### src/rtl/ddr_deser_pkg.sv
package ddr_deser_pkg;
  // increment with wrap at lim
  function automatic int wrap_inc(input int v, input int lim);
    return (v + 1 >= lim) ? 0 : v + 1;
  endfunction

  // increment saturating at lim
  function automatic int sat_inc(input int v, input int lim);
    return (v >= lim) ? lim : v + 1;
  endfunction
endpackage

### src/rtl/ddr_pair_hist.sv
module ddr_pair_hist #(
  parameter int HIST = 32
) (
  input  logic            clk,
  input  logic            rst_n,
  input  logic            b_rise,
  input  logic            b_fall,
  output logic [HIST-1:0] hist_nxt
);
  logic [HIST-1:0] hist_q;

  // rising-edge bit is older than the falling-edge bit
  assign hist_nxt = {hist_q[HIST-3:0], b_rise, b_fall};

  always_ff @(posedge clk or negedge rst_n) begin
    if (!rst_n) hist_q <= '0;
    else        hist_q <= hist_nxt;
  end
endmodule

### src/rtl/frame_tick_gen.sv
module frame_tick_gen #(
  parameter int FRAME_CYC = 8
) (
  input  logic clk,
  input  logic rst_n,
  output logic tick
);
  localparam int CNT_W = (FRAME_CYC > 1) ? $clog2(FRAME_CYC) : 1;
  localparam logic [CNT_W-1:0] LAST = CNT_W'(FRAME_CYC - 1);

  logic [CNT_W-1:0] cnt_q;

  assign tick = (cnt_q == LAST);

  always_ff @(posedge clk or negedge rst_n) begin
    if (!rst_n)    cnt_q <= '0;
    else if (tick) cnt_q <= '0;
    else           cnt_q <= cnt_q + 1'b1;
  end
endmodule

### src/rtl/frame_align_fsm.sv
module frame_align_fsm
  import ddr_deser_pkg::*;
#(
  parameter int W          = 16,
  parameter int MATCH_NEED = 4,
  parameter int HOLDOFF    = 2
) (
  input  logic                 clk,
  input  logic                 rst_n,
  input  logic                 tick,
  input  logic [W-1:0]         frame_win,
  output logic [$clog2(W)-1:0] slip,
  output logic                 aligned,
  output logic                 match_evt,
  output logic                 slip_evt
);
  localparam int SLIP_W = $clog2(W);
  localparam int HOLD_W = $clog2(HOLDOFF + 1);
  localparam int RUN_W  = $clog2(MATCH_NEED + 1);
  localparam logic [W-1:0] REF = {{(W/2){1'b1}}, {(W/2){1'b0}}};

  logic [SLIP_W-1:0] slip_q;
  logic [HOLD_W-1:0] hold_q;
  logic [RUN_W-1:0]  run_q;
  logic              al_q;
  logic              cmp_en;

  assign cmp_en    = tick && (hold_q == '0);
  assign match_evt = cmp_en && (frame_win == REF);
  assign slip_evt  = cmp_en && (frame_win != REF);
  assign slip      = slip_q;
  assign aligned   = al_q;

  always_ff @(posedge clk or negedge rst_n) begin
    if (!rst_n) begin
      slip_q <= '0;
      hold_q <= '0;
      run_q  <= '0;
      al_q   <= 1'b0;
    end else if (tick) begin
      if (hold_q != '0) begin
        hold_q <= hold_q - 1'b1;
      end else if (match_evt) begin
        run_q <= RUN_W'(sat_inc(int'(run_q), MATCH_NEED));
        al_q  <= (int'(run_q) >= MATCH_NEED - 1);
      end else begin
        slip_q <= SLIP_W'(wrap_inc(int'(slip_q), W));
        hold_q <= HOLD_W'(HOLDOFF);
        run_q  <= '0;
        al_q   <= 1'b0;
      end
    end
  end
endmodule

### src/rtl/word_out_reg.sv
module word_out_reg #(
  parameter int W = 16
) (
  input  logic         clk,
  input  logic         rst_n,
  input  logic         tick,
  input  logic [W-1:0] data_win,
  output logic [W-1:0] word,
  output logic         word_vld
);
  always_ff @(posedge clk or negedge rst_n) begin
    if (!rst_n) begin
      word     <= '0;
      word_vld <= 1'b0;
    end else begin
      word_vld <= tick;
      if (tick) word <= data_win;
    end
  end
endmodule

### src/rtl/ddr_frame_deser.sv
module ddr_frame_deser #(
  parameter int HALF_W     = 8,
  parameter int MATCH_NEED = 4,
  parameter int HOLDOFF    = 2
) (
  input  logic                clk,
  input  logic                rst_n,
  input  logic                dat_rise,
  input  logic                dat_fall,
  input  logic                frm_rise,
  input  logic                frm_fall,
  output logic [2*HALF_W-1:0] word,
  output logic                word_vld,
  output logic                aligned
);
  localparam int W      = 2 * HALF_W;
  localparam int HIST   = 2 * W;
  localparam int SLIP_W = $clog2(W);

  logic [HIST-1:0]   dat_hist;
  logic [HIST-1:0]   frm_hist;
  logic [W-1:0]      data_win;
  logic [W-1:0]      frame_win;
  logic [SLIP_W-1:0] slip;
  logic              frame_tick;
  logic              match_evt;
  logic              slip_evt;

  ddr_pair_hist #(.HIST(HIST)) u_dat_hist (
    .clk(clk), .rst_n(rst_n), .b_rise(dat_rise), .b_fall(dat_fall),
    .hist_nxt(dat_hist));

  ddr_pair_hist #(.HIST(HIST)) u_frm_hist (
    .clk(clk), .rst_n(rst_n), .b_rise(frm_rise), .b_fall(frm_fall),
    .hist_nxt(frm_hist));

  frame_tick_gen #(.FRAME_CYC(HALF_W)) u_tick (
    .clk(clk), .rst_n(rst_n), .tick(frame_tick));

  // the same offset cuts both data and frame samples
  assign data_win  = dat_hist[slip +: W];
  assign frame_win = frm_hist[slip +: W];

  frame_align_fsm #(.W(W), .MATCH_NEED(MATCH_NEED), .HOLDOFF(HOLDOFF)) u_align (
    .clk(clk), .rst_n(rst_n), .tick(frame_tick), .frame_win(frame_win),
    .slip(slip), .aligned(aligned), .match_evt(match_evt), .slip_evt(slip_evt));

  word_out_reg #(.W(W)) u_out (
    .clk(clk), .rst_n(rst_n), .tick(frame_tick), .data_win(data_win),
    .word(word), .word_vld(word_vld));
endmodule

### config.mk
export PLATFORM = sky130hd
export DESIGN_NAME = ddr_frame_deser
export DESIGN_NICKNAME = d
export VERILOG_FILES = /design/src/rtl/ddr_deser_pkg.sv /design/src/rtl/ddr_pair_hist.sv /design/src/rtl/frame_tick_gen.sv /design/src/rtl/frame_align_fsm.sv /design/src/rtl/word_out_reg.sv /design/src/rtl/ddr_frame_deser.sv
export SDC_FILE = /design/constraint.sdc
export NUM_CORES = 1
export LEC_CHECK = 0
export BUFFER_PORTS_ARGS = -buffer_cell sky130_fd_sc_hd__clkbuf_2
export CORE_MARGIN = 3
export CORE_UTILIZATION = 58
export CTS_BUF_LIST = sky130_fd_sc_hd__clkbuf_4 sky130_fd_sc_hd__clkbuf_8 sky130_fd_sc_hd__clkbuf_16
export CTS_CLUSTER_SIZE = 20
export DETAILED_ROUTE_END_ITERATION = 10
export PLACE_DENSITY = 0.78
export SLEW_MARGIN = 20
export SYNTH_ARGS = -nofsm -noshare
export SYNTH_HDL_FRONTEND = slang
export SYNTH_SLANG_ARGS = --single-unit
### constraint.sdc
create_clock -name clk -period 3.1 [get_ports clk]
set_input_delay 0.31 -clock clk [delete_from_list [all_inputs] [get_ports clk]]
set_output_delay 0.31 -clock clk [all_outputs]
set_load 0.1 [all_outputs]
* After elaboration in Yosys (flattened, before gate mapping)
Index checks and enable logic that the tools add are counted.
** Storage, ports and cells
- Bits in registers :: 90
- Bits of input ports :: 6
- Output and inout bits :: 18
- Logic and storage cells :: 37
** Cells by class
- $add $sub $neg :: 4
- $lt $le $gt $ge :: 3
- Eq/ne operators :: 3
- Shifts and indexed selects :: 2
- Multiplexer cells :: 7
- Bitwise gates (word level) :: 2
- Reduce and logical (&&, ||, !) cells :: 7
** Operators by type and width (number)
- $shiftx A32 B5 Y16 :: 2
- $eq A16 B16 Y1 const B :: 1
- $mux W3 :: 3
- $add A3 B1 Y3 const B :: 2
- $add A4 B1 Y5 const B :: 1
- $ge A5 B5 Y1 const B :: 1
- $mux W2 :: 2
- $mux W4 :: 1
- $reduce_and A2 Y1 :: 2
- $eq A3 B3 Y1 const B :: 1
- $ge A3 B2 Y1 const B :: 1
- $ge A3 B3 Y1 const B :: 1
- $reduce_and A3 Y1 :: 1
- $logic_and A1 B1 Y1 :: 2
- $logic_not A2 Y1 :: 1
- $ne A2 B1 Y1 const B :: 1
- $not A1 Y1 :: 2
- $reduce_bool A2 Y1 :: 1
- $sub A2 B1 Y2 const B :: 1
- $mux W1 :: 1

* Depth between registers and ports, before layout
- Depth after elaboration :: 5
- Gate-level depth with buffers :: 12
- Depth with buffers taken out :: 8

* Cells and area by module
Synthesis repeated with hierarchy kept, for this count alone.
** Unflattened totals
- Cell total of the unflattened synthesis :: 394
- Area total of the unflattened synthesis :: 4948.5 µm²
** Modules (own cells, without submodules)
- ddr_frame_deser :: instances 1, cells each 233, area an instance 2072.0 µm², seq. area each 0.0 µm²
- ddr_pair_hist :: instances 2, cells each 32, area an instance 765.7 µm², seq. area each 750.7 µm²
- word_out_reg :: instances 1, cells each 35, area an instance 674.4 µm², seq. area each 425.4 µm²
- frame_align_fsm :: instances 1, cells each 56, area an instance 566.8 µm², seq. area each 250.2 µm²
- frame_tick_gen :: instances 1, cells each 6, area an instance 103.8 µm², seq. area each 75.1 µm²

* Least setup slack after synthesis
OpenSTA, ideal clock, no wires.
- Path kind :: register to register
- From :: reg u_align.slip_q[0] (netlist: u_align.slip[0])
- To :: reg u_align.slip_q[0] (netlist: u_align.slip[0])
- Library setup time :: 0.127 ns
- Data arrival time :: 2.343 ns
- Data required time :: 2.973 ns
- Setup slack :: 0.630 ns
- Stages on the path, launching flop included :: 10
- Buffers on the path :: 1
- Clock period less this slack :: 2.470 ns
- Cell sequence :: dfrtp_1 -> buf_6 -> mux2_4 -> or3_4 -> a2111oi_4 -> o21ai_2 -> a21boi_4 -> nand4_4 -> nand3_2 -> mux2_1
** On the way
- Longest elaborated chain between the ends :: 5
- Elaborated cells between the ends (all ways) :: 8
- Those cells by class :: add/sub (1); order compare (1); eq/ne (1); shift (1); mux (1); bitwise (1); reduce/logical (2)
** RTL lines
- start, declared :: line frame_align_fsm.sv:22 : logic [SLIP_W-1:0] slip_q;
- start signal, assigned :: line frame_align_fsm.sv:47 : slip_q <= SLIP_W'(wrap_inc(int'(slip_q), W));
- $shiftx A32 B5 Y16 :: line ddr_frame_deser.sv:42 : assign frame_win = frm_hist[slip +: W];
- $eq A16 B16 Y1 :: line frame_align_fsm.sv:29 : assign match_evt = cmp_en && (frame_win == REF);
- $logic_and A1 B1 Y1 :: line frame_align_fsm.sv:29
- $not A1 Y1 (no line)
- $reduce_and A3 Y1 (no line)
Several ways; a longest one is shown, not always the timed one.
A chain may end at the register's enable or synchronous reset.

* Worst setup path in the final report
- From :: reg u_align.slip_q[1] (netlist: u_align.slip[1])
- To :: reg u_align.slip_q[0] (netlist: u_align.slip[0])
The elaborated chain is that of the path after synthesis.

==> impl_results.md <==
- Fin. Hold Viols: 0
- Worst Setup Slack, final: 259 ps
- Num CTS Buffers: 9
- FMAX: 0.352 GHz
- Kind of end point of the critical path: flop
- DIE WIDTH: 97.1 um
- Leakage: 2.49 nW
- Switching power: 0.612 mW
- Placement Setup Slack: 388 ps
- Cell Rows: 32
- Post-synth top area share: 0.458
- Hold Buf Count CTS: 0
- Unrepaired setup endpoints after global routing: false
- Syn avg cell area: ~12 um^2
- Sequential power share: 0.526
- Post-synth EDFFs: 0
- Share of layout cells above drive strength 1: 0.222
- Peak VDD IR: 252 uV
- WHS: 13.7 ps
- DR iter-0 viols: 269
- Outcome: completed
- Clock latency on the worst-skew pair: 350 ps
- Grt ovf: 0
- First-pass GRT wire length: around 16,000 um
- Area grow syn2layout: 6.53%
- Library cells used by synthesis: 61
- Gpl congestion: 0.863
- Worst Hold Class: in2async
- CTS Sinks: 88
- Worst Path Arrival: just over 3000 ps
- Clock Tree Root: clkbuf_8
- Asr flop ratio synth: 1.00
- Seq/Total Area, Yosys: 0.458
- Worst Path Max Fanout: 33
- Initial Util: 0.610
- Max-Slew Margin vs Limit: 0.496
- Top post-synthesis cells by area: dfrtp_1 46%, mux2i_1 13%, mux2_2 5.2%
- Critical path's largest stage delay: 600 ps
- Required time of the worst setup path: 3320 ps
- Prevailing post-synth register cell: dfrtp_1
- Crit Path Category: reg2reg
- Post CTS Setup Buffer Count: 0
- PwrDens: about 460 nW/um^2
- Largest delay share family, worst path: compound AO/OA/AOI/OAI gates
- Post-Route Utilization: 0.649
- Synthesized area: 4810 um^2
- Critical Path Start Type: flop
- PortBufs: 23
- Vias/cell: ~6
- Post_cts resized: 0
- P_int: 1.74 mW
- Vias in the first global route: 3,221
- First-pass detailed-route iteration total: 4
- CP max-delay cell: dfrtp_2
- Crit-path most repeated cell: mux2i_1
- I/O Pins: 24
- Clock transition at path regs: 90 ps
- Largest net degree at the start of global routing: 89
- Max-Cap Viols: 0
- Final #Nets: between 400 and 500
- Detailed placement HPWL: 6600 um
- Synthesized Nets: 427
- Critical path buffers and inverters: 1
- Setup TNS: 0 ps
- Least-Margin Pin Slew: about 760 ps
- Switching fraction of total power: 0.261
- Die H: 97.1 um
- CTS tree: built
- Total track usage: 0.213
- Post-route DRC violation count: 0
- Post-DRT Antenna Nets: 0
- WL/cell: 17.8 um
- Layout Skew: 15.1 ps
- Routed wire length: 9540 um
- Leading area contributor after synthesis: dfrtp_1
- Initial antenna violation count: 0
- Critical path cell sequence: buf_12, mux2i_1, mux2i_1, nand2_1, o311ai_0, a21boi_4, nand4_4, nand3_2, mux2_1
- Die area: 9420 um^2
- Core box area: just under 8000 um^2
- Setup violations, final: 0
- Reg-to-reg setup timing slack: 260 ps
- Synthesis warning total: 0
- Diodes inserted: 0
- Crit path time final: 2840 ps
- CTS max path bufs: 2
- Final Cycle Share: 0.917
- Cells after synthesis: slightly above 400
- H-tree depth: 3
- Routed vias: 3,296
- Slew Limit Fails: 0
- Clock power frac: 0.375
- FF+latch count, synth: 88
- Logic pwr share: 0.099
-- cells in the final DEF (no fill, tap or decap), drive strengths merged, types with 5 or more instances in the layout --
master,n
dfrtp,88
mux2i,61
nand2,42
clkbuf,32
mux2,30
inv,16
a21oi,15
o21ai,14
nor2,12
nor2b,11
buf,11
a211oi,10
nand3,9
ha,8
mux4,7
nor3,6
and2,5
o211ai,5
-- stage by stage --
step                std cells  power [mW]  instance area, um^2
floorplan                 413        1.42                 4810
CTS                       535        2.36                 5120
global placement          519        1.48                 4900
detailed placement        519        1.49                 4900
global route              535        2.44                 5120
finish                    535        2.35                 5120
-- final cells by class --
class	count	area (um^2)
fillers	591	2770
multi-input cells	280	2290
flip-flops and latches	88	2200
repair buffers	33	221
clock buffers	10	138
well taps	102	128
clock inverters	6	82.6
inverters	16	60.1
-- path summary, 6_finish.rpt --
| path | start | to | cells after the start |
|---|---|---|---|
| max reg2reg | u_align.slip[1] | u_align.slip[0] | 9 |
| min reg2reg | u_frm_hist.hist_q[3] | u_frm_hist.hist_q[5] | 0 |
| max | u_align.slip[1] | u_align.slip[0] | 9 |
| min | rst_n | u_frm_hist.hist_q[25] | 1 |
| max in group asynchronous | rst_n | u_align.slip[1] | 1 |
| min in group clk | dat_fall | u_dat_hist.hist_q[0] | 1 |
-- worst reg2reg max path, stage by stage, from the launching register on --
cell and delay [ps]:
dfrtp_2 600, buf_12 270, mux2i_1 150, mux2i_1 190
nand2_1 100, o311ai_0 480, a21boi_4 290, nand4_4 170
nand3_2 150, mux2_1 330
-- registers in the layout, summed over array words and instances (netlist names) --
register,count
u_out.word,16
u_align.run_q,3
u_dat_hist.hist_q,29
u_tick.cnt_q,3
u_align.aligned,1
u_frm_hist.hist_q,29
u_align.hold_q,2
u_out.word_vld,1
u_align.slip,4
-- power by group through the flow --
stage | logic (mW) | registers [mW] | clock network, mW
6_report | 0.232 | 1.24 | 0.880
5_1_grt | 0.250 | 1.24 | 0.947
4_1_cts | 0.233 | 1.24 | 0.893
3_5_place_dp | 0.231 | 1.26 | 0
3_3_place_gp | 0.227 | 1.26 | 0
2_1_floorplan | 0.0927 | 1.33 | 0
-- Yosys cell counts (all sizes together), types with 7 or more instances --
| master | instances |
|---|---|
| mux2i | 61 |
| nor2b | 11 |
| o21ai | 14 |
| ha | 8 |
| a211oi | 10 |
| a21oi | 15 |
| dfrtp | 88 |
| nand2 | 42 |
| buf | 15 |
| inv | 16 |
| mux4 | 7 |
| nand3 | 9 |
| nor2 | 12 |
| mux2 | 30 |
| clkbuf | 14 |
-- layer usage --
metal	part of all wire	wire length, um	vias up	GRT usage
met5	0	0	-	0
met4	0.018	175	0	0.0734
met3	0.059	563	18	0.0517
met2	0.45	4280	108	0.300
met1	0.47	4520	1632	0.323
li1	-	-	1538	-
-- logic make-up (layout without fill, tap and decap cells) --
logic type	Yosys count	count (layout)	synth area share
and+or+nand+nor	98	98	0.104
DFF	88	88	0.458
buffers and inverters	45	65	0.0658
xor gates and xnor gates	2	2	0.00364
AOI/OAI and AO/OA	74	74	0.117
adders and majority gates	8	8	0.0208
muxes	98	98	0.231
(Power assumes the default switching activity.)
